<file path="src/rtl/phycfg_pkg.sv">
package phycfg_pkg;

    localparam int REG_W      = 32;
    localparam int HALF_W     = REG_W / 2;
    localparam int ADDR_W     = 6;
    localparam int DATA_W     = 4;
    localparam int DEPTH      = 1 << ADDR_W;
    localparam int STB_BIT    = 0;
    localparam int ADDR_LSB   = 1;
    localparam int DATA_LSB   = ADDR_LSB + ADDR_W;
    localparam int LOCK_BIT   = 9;
    localparam int PLLOUT_BIT = 10;
    localparam int CTRL_BIT   = 3;

    localparam logic [ADDR_W-1:0] CLKTEST_ADDR = 6'h10;
    localparam logic [ADDR_W-1:0] SCC_ADDR     = 6'h12;

    typedef enum logic {
        SEL_CMD  = 1'b0,
        SEL_STAT = 1'b1
    } bus_sel_e;

    typedef struct packed {
        logic [ADDR_W-1:0] addr;
        logic [DATA_W-1:0] data;
    } cfg_cmd_t;

    function automatic logic [HALF_W-1:0] masked_merge(
        input logic [HALF_W-1:0] old_val,
        input logic [REG_W-1:0]  word
    );
        logic [HALF_W-1:0] en;
        en = word[REG_W-1:HALF_W];
        return (old_val & ~en) | (word[HALF_W-1:0] & en);
    endfunction

    function automatic cfg_cmd_t decode_cmd(input logic [HALF_W-1:0] r);
        cfg_cmd_t c;
        c.addr = r[ADDR_LSB +: ADDR_W];
        c.data = r[DATA_LSB +: DATA_W];
        return c;
    endfunction

endpackage

</file>
<file path="src/rtl/phycfg_maskreg.sv">
module phycfg_maskreg
    import phycfg_pkg::*;
(
    input  logic              clk,
    input  logic              rst,
    input  logic              wr_en,
    input  logic [REG_W-1:0]  wdata,
    output logic [HALF_W-1:0] cfg_q,
    output cfg_cmd_t          cmd,
    output logic              commit
);

    logic strb_d;

    always_ff @(posedge clk) begin
        if (rst) begin
            cfg_q  <= '0;
            strb_d <= 1'b0;
        end else begin
            if (wr_en) begin
                cfg_q <= masked_merge(cfg_q, wdata);
            end
            strb_d <= cfg_q[STB_BIT];
        end
    end

    assign cmd    = decode_cmd(cfg_q);
    assign commit = cfg_q[STB_BIT] & ~strb_d;

    AST_MASK_HOLD: assert property (@(posedge clk) disable iff (rst)
        wr_en |=> (((cfg_q ^ $past(cfg_q)) & ~$past(wdata[REG_W-1:HALF_W])) == '0));
    AST_IDLE_HOLD: assert property (@(posedge clk) disable iff (rst)
        !wr_en |=> $stable(cfg_q));
    AST_SINGLE_COMMIT: assert property (@(posedge clk) disable iff (rst)
        commit |=> !commit);
    AST_COMMIT_EDGE: assert property (@(posedge clk) disable iff (rst)
        commit |-> !$past(cfg_q[STB_BIT]));

endmodule

</file>
<file path="src/rtl/phycfg_array.sv">
module phycfg_array #(
    parameter int AW     = 6,
    parameter int DW     = 4,
    parameter int TAP_A  = 16,
    parameter int TAP_B  = 18,
    parameter int TAP_BIT = 3
) (
    input  logic          clk,
    input  logic          rst,
    input  logic          we,
    input  logic [AW-1:0] waddr,
    input  logic [DW-1:0] wdata,
    input  logic [AW-1:0] raddr,
    output logic [DW-1:0] rdata,
    output logic          tap_a,
    output logic          tap_b
);

    localparam int NENT = 1 << AW;

    logic [DW-1:0] mem [NENT];

    always_ff @(posedge clk) begin
        if (rst) begin
            for (int i = 0; i < NENT; i++) begin
                mem[i] <= '0;
            end
        end else if (we) begin
            mem[waddr] <= wdata;
        end
    end

    assign rdata = mem[raddr];
    assign tap_a = mem[TAP_A][TAP_BIT];
    assign tap_b = mem[TAP_B][TAP_BIT];

    AST_STORE: assert property (@(posedge clk) disable iff (rst)
        we |=> (mem[$past(waddr)] == $past(wdata)));

endmodule

</file>
<file path="src/rtl/phycfg_status.sv">
module phycfg_status
    import phycfg_pkg::*;
(
    input  logic              sel,
    input  logic [HALF_W-1:0] cfg_q,
    input  logic [DATA_W-1:0] entry,
    input  logic              pll_locked,
    input  logic              pll_out_en,
    output logic [REG_W-1:0]  rdata
);

    always_comb begin
        rdata = '0;
        if (sel == SEL_STAT) begin
            rdata[DATA_W-1:0] = entry;
            rdata[LOCK_BIT]   = pll_locked;
            rdata[PLLOUT_BIT] = pll_out_en;
        end else begin
            rdata[HALF_W-1:0] = cfg_q;
        end
    end

endmodule

</file>
<file path="src/rtl/phycfg_bridge.sv">
module phycfg_bridge
    import phycfg_pkg::*;
(
    input  logic             clk,
    input  logic             rst,
    input  logic             bus_valid,
    input  logic             bus_we,
    input  logic             bus_sel,
    input  logic [REG_W-1:0] bus_wdata,
    output logic [REG_W-1:0] bus_rdata,
    input  logic             pll_locked,
    input  logic             pll_out_en,
    output logic             sep_rate,
    output logic             ref_100m
);

    logic              wr_en;
    logic [HALF_W-1:0] cfg_q;
    cfg_cmd_t          cmd;
    logic              commit;
    logic [DATA_W-1:0] entry;

    assign wr_en = bus_valid & bus_we & (bus_sel == SEL_CMD);

    phycfg_maskreg u_reg (
        .clk    (clk),
        .rst    (rst),
        .wr_en  (wr_en),
        .wdata  (bus_wdata),
        .cfg_q  (cfg_q),
        .cmd    (cmd),
        .commit (commit)
    );

    phycfg_array #(
        .AW      (ADDR_W),
        .DW      (DATA_W),
        .TAP_A   (int'(CLKTEST_ADDR)),
        .TAP_B   (int'(SCC_ADDR)),
        .TAP_BIT (CTRL_BIT)
    ) u_arr (
        .clk   (clk),
        .rst   (rst),
        .we    (commit),
        .waddr (cmd.addr),
        .wdata (cmd.data),
        .raddr (cmd.addr),
        .rdata (entry),
        .tap_a (sep_rate),
        .tap_b (ref_100m)
    );

    phycfg_status u_stat (
        .sel        (bus_sel),
        .cfg_q      (cfg_q),
        .entry      (entry),
        .pll_locked (pll_locked),
        .pll_out_en (pll_out_en),
        .rdata      (bus_rdata)
    );

    AST_LOCK_FOLLOW: assert property (@(posedge clk) disable iff (rst)
        (bus_sel == SEL_STAT) |-> (bus_rdata[LOCK_BIT] == pll_locked
                                   && bus_rdata[PLLOUT_BIT] == pll_out_en));
    AST_CMD_UPPER_ZERO: assert property (@(posedge clk) disable iff (rst)
        (bus_sel == SEL_CMD) |-> (bus_rdata[REG_W-1:HALF_W] == '0));

endmodule

</file>
<file path="config.mk">
export PLATFORM = sky130hd
export DESIGN_NAME = phycfg_bridge
export DESIGN_NICKNAME = d
export VERILOG_FILES = /design/src/rtl/phycfg_pkg.sv /design/src/rtl/phycfg_maskreg.sv /design/src/rtl/phycfg_array.sv /design/src/rtl/phycfg_status.sv /design/src/rtl/phycfg_bridge.sv
export SDC_FILE = /design/constraint.sdc
export NUM_CORES = 1
export LEC_CHECK = 0
export BUFFER_PORTS_ARGS = -buffer_cell sky130_fd_sc_hd__buf_2
export CORE_ASPECT_RATIO = 0.8
export CORE_MARGIN = 4
export CORE_UTILIZATION = 55
export CTS_CLUSTER_DIAMETER = 120
export DETAILED_ROUTE_END_ITERATION = 10
export GPL_ROUTABILITY_DRIVEN = 0
export PLACE_DENSITY = 0.73
export SYNTH_ARGS = -nofsm -noshare
export SYNTH_HDL_FRONTEND = slang
export SYNTH_SLANG_ARGS = --single-unit
</file>
<file path="constraint.sdc">
create_clock -name clk -period 3.9 [get_ports clk]
set_clock_uncertainty 0.05 [all_clocks]
set_input_delay 0.585 -clock clk [delete_from_list [all_inputs] [get_ports clk]]
set_output_delay 0.585 -clock clk [all_outputs]
set_load 0.02 [all_outputs]
</file>
==> reports/summary.txt <==
STA
---------------------------------------------------------------------------------
Max Fclk                                                                0.281 GHz
Slew @ Worst Pin                                                          1020 ps
Setup tns final                                                              0 ps
RSZ-0062 raised after global routing                                           no
Slew headroom                                                               32.3%
Post-Route Hold Slack                                                      235 ps
Count of endpoints failing hold in the final timing report                      0
Final critical-path share of the clock period                               91.3%
Count of endpoints failing setup in the final report                            0
Worst setup margin                                                         340 ps
Final period demand of the worst path                                     3560 ps
Final Max Tran Viols                                                            0

CRITICAL PATH
---------------------------------------------------------------------------------
Endpoint class of the critical path                                    output pin
Most frequent CP cell                                                       buf_4
Kind of cell adding the most delay to the critical path              buffers and inverters
Worst EP arrival                                                          2920 ps
Worst Path Required                                                       3260 ps
Maximum cell stage delay along the critical path                           420 ps
Type of the worst setup path                                         flop to output pin
Cells traversed along the worst timing path                          buf_4 > nor2b_1 > buf_4 > a22oi_1 > a32o_1 > o21ai_0 > nand3_1 > buf_2
Largest fanout of any net on the critical path                                 31
Startpoint Class                                                             flop
CP max stage cell                                                           buf_4
Buffer and inverter count on the worst path                                     3

PWR
---------------------------------------------------------------------------------
Combinational share of power                                                 4.9%
Clock Power Share                                                           41.9%
Leak                                                                      5.52 nW
Net load switching power                                                  1.36 mW
Power per standard cell area                                           430 nW/um2
Sequential share of power                                                   53.3%
Net Sw Frac                                                                 21.4%
Overall power consumption                                                 6.38 mW
IR Drop Worst-Case VDD                                                     381 uV
Design internal power                                                     5.01 mW

ROUTE
---------------------------------------------------------------------------------
Post-detailed-routing wire length                                         30.7 mm
Number of nets with antenna violations after detailed routing                   0
Wire per inst                                                             21.6 um
Remaining DRCs                                                                  0
Routed vias/inst                                                             5.87
Number of optimization iterations in the first detailed-route pass              5
DRT iter0 DRCs                                                                859
Overall via count from detail_route                                         8,350

PLACE
---------------------------------------------------------------------------------
Post-Place Cells                                                            1,370
Hpwl dp                                                                   20.1 mm
Total placed instance area                                             13,900 um2
Worst slack at placement                                                   927 ps
Port Buf Inserts                                                               56

CLOCK TREE
---------------------------------------------------------------------------------
Number of sinks on the clock net                                              279
Cells resized by post-CTS repair                                                0
Hold_buf cts                                                                    0
Maximum buffer depth of the clock tree                                          3
TritonCTS clock tree                                                          yes
Clock-pin slew on the worst setup and hold paths                            60 ps
Clock latency of the later-clocked register in the worst-skew pair         540 ps
Cell at the root of the clock tree                                      clkbuf_16
Buffers inserted during post-CTS setup optimization                             0
Number of buffers added by the clock tree synthesis step                       28
Number of H-tree levels                                                         1

DIE
---------------------------------------------------------------------------------
Die X                                                                      183 um
Area enclosed by the die boundary                                      27,200 um2
Core box area                                                          24,200 um2
Standard-cell rows                                                             51
Top-Level Pins                                                                 73
Y dimension of the die                                                     148 um
Initial cell density of the core                                            55.7%

LOGIC SYNTHESIS
---------------------------------------------------------------------------------
Adder-cell share of the synthesized area                                       0%
Post-synth cell types                                                          39
Gate Count Post-Synth                                                       1,060
Top cells by area in the synthesized netlist                         edfxtp_1 57%, and2_1 9.0%, mux2i_1 5.6%, mux4_2 5.3%, dfxtp_1 3.4%
Synth Area in Simple Gates                                                  20.3%
Share of synthesized flip-flops with an asynchronous set or reset              0%
Netlist area before placement                                          13,500 um2
Number of synthesized flops with an enable pin                                256
Most frequent cells after synthesis                                  256 x edfxtp_1, 194 x and2_1, 76 x mux2i_1, 66 x and3_1, 59 x nor2_1
Fraction of synthesized area in multiplexers                                11.1%
Main combinational cell family by area after synthesis               simple AND/OR/NAND/NOR gates
Flip-flop and latch count after synthesis                                     279
Library cell with the largest summed area after synthesis                edfxtp_1
Top flip-flop cell by instance count after synthesis                     edfxtp_1
Number of synthesis warnings                                                    0
Post-Synth XOR/XNOR Area                                                       0%
Area fraction of the dominant cell type after synthesis                     56.9%
Mapped Avg Cell Area                                                     12.7 um2
Synthesized-area fraction occupied by ao, oa, aoi and oai cells             4.45%
Most frequently used cell type in the post-synthesis netlist             edfxtp_1
Part of the Yosys area used for sequential elements                         60.3%

GRT
---------------------------------------------------------------------------------
Total track usage                                                           22.9%
Pin count of the biggest net entering global routing                           82
GRT overflow                                                                    0
Initial antenna violation count                                                 0
First-pass GRT wire length                                                48.0 mm
Vias in the first global route                                              8,242

FINAL LAYOUT
---------------------------------------------------------------------------------
Final Instance Area                                                    14,800 um2
Non-filler cells, final                                                     1,422
Final Net Count                                                             1,121
Antenna diode count                                                             0
Share of layout cells above drive strength 1                                19.0%
Area growth from synthesis to layout                                        9.81%
Final design utilization                                                    61.2%

STATUS
---------------------------------------------------------------------------------
Status                                                               finished, final reports clean

HOLD PATH
---------------------------------------------------------------------------------
Class of the worst hold path                                         input pin to flop

FLOW RUN
---------------------------------------------------------------------------------
MaxCap Viol Count                                                               0

-- path summary, 6_finish.rpt --
kind	startpoint	endpoint	slack, ps	cells after the start
max	flop	bus_rdata[0]	340	8
min	bus_wdata[8]	flop	240	3
max reg2reg	u_reg.cfg_q[5]	u_arr.mem[24][1]	1660	3
min reg2reg	flop	flop	410	2
-- placed cells by master, fill, tap and decap left out, drive strengths merged, types with 11 or more instances in the layout --
master,netlist,final
or2,48,48
edfxtp,256,256
nor2,59,59
and2,194,194
buf,40,73
mux4,32,32
dfxtp,23,23
mux2i,76,76
clkinv,1,11
a21oi,20,20
clkbuf,56,35
nor2b,19,19
a21o,16,16
a22oi,26,26
nand2,48,48
nand3,34,34
and3,66,66
conb,1,16
-- cell type report --
cell class                 count  area (um2)
tap                          318         398
clock inverter                17         143
clock buffer                  35         778
fill                        1879        9410
timing repair buffer          73         433
sequential                   279        8160
multi-input combinational    697        4920
inverter                       3        11.3
-- power by group through the flow --
| stage | clock, mW | combinational (mW) | sequential (mW) |
|---|---|---|---|
| 2_1_floorplan | 0 | 0.236 | 3.43 |
| 3_3_place_gp | 0 | 0.303 | 3.46 |
| 3_5_place_dp | 0 | 0.309 | 3.46 |
| 4_1_cts | 2.70 | 0.310 | 3.39 |
| 5_1_grt | 2.84 | 0.337 | 3.40 |
| 6_report | 2.67 | 0.310 | 3.40 |
-- worst register-to-register path, delay by kind of cell (launching register included) --
| kind | cells | cell delay, ps |
|---|---|---|
| AO/OA/AOI/OAI | 1 | 310 |
| AND/OR/NAND/NOR | 2 | 930 |
| flip-flops | 1 | 660 |
-- sequential cells by signal, summed over array words and instances, names as in the netlist, named ones only --
signal	count
u_arr.mem	256
u_reg.cfg_q	6
u_reg.strb_d	1
-- logic make-up (layout without fill, tap and decap cells) --
group,count (synthesis),after routing
flip-flops,279,279
AO/OA/AOI/OAI,86,86
buffers and inverters,99,128
other,1,16
multiplexers,110,110
AND/OR/NAND/NOR,485,485
-- layer usage --
layer / global-route usage (%) / up-vias / share of wire (%)
met3: 4.23 / 56 / 8.7
met1: 35.7 / 4069 / 45
met5: 0 / - / 0
li1: - / 3860 / -
met4: 6.22 / 0 / 2.9
met2: 33.4 / 365 / 43
No activity file was read; power rests on OpenSTA's default activity.
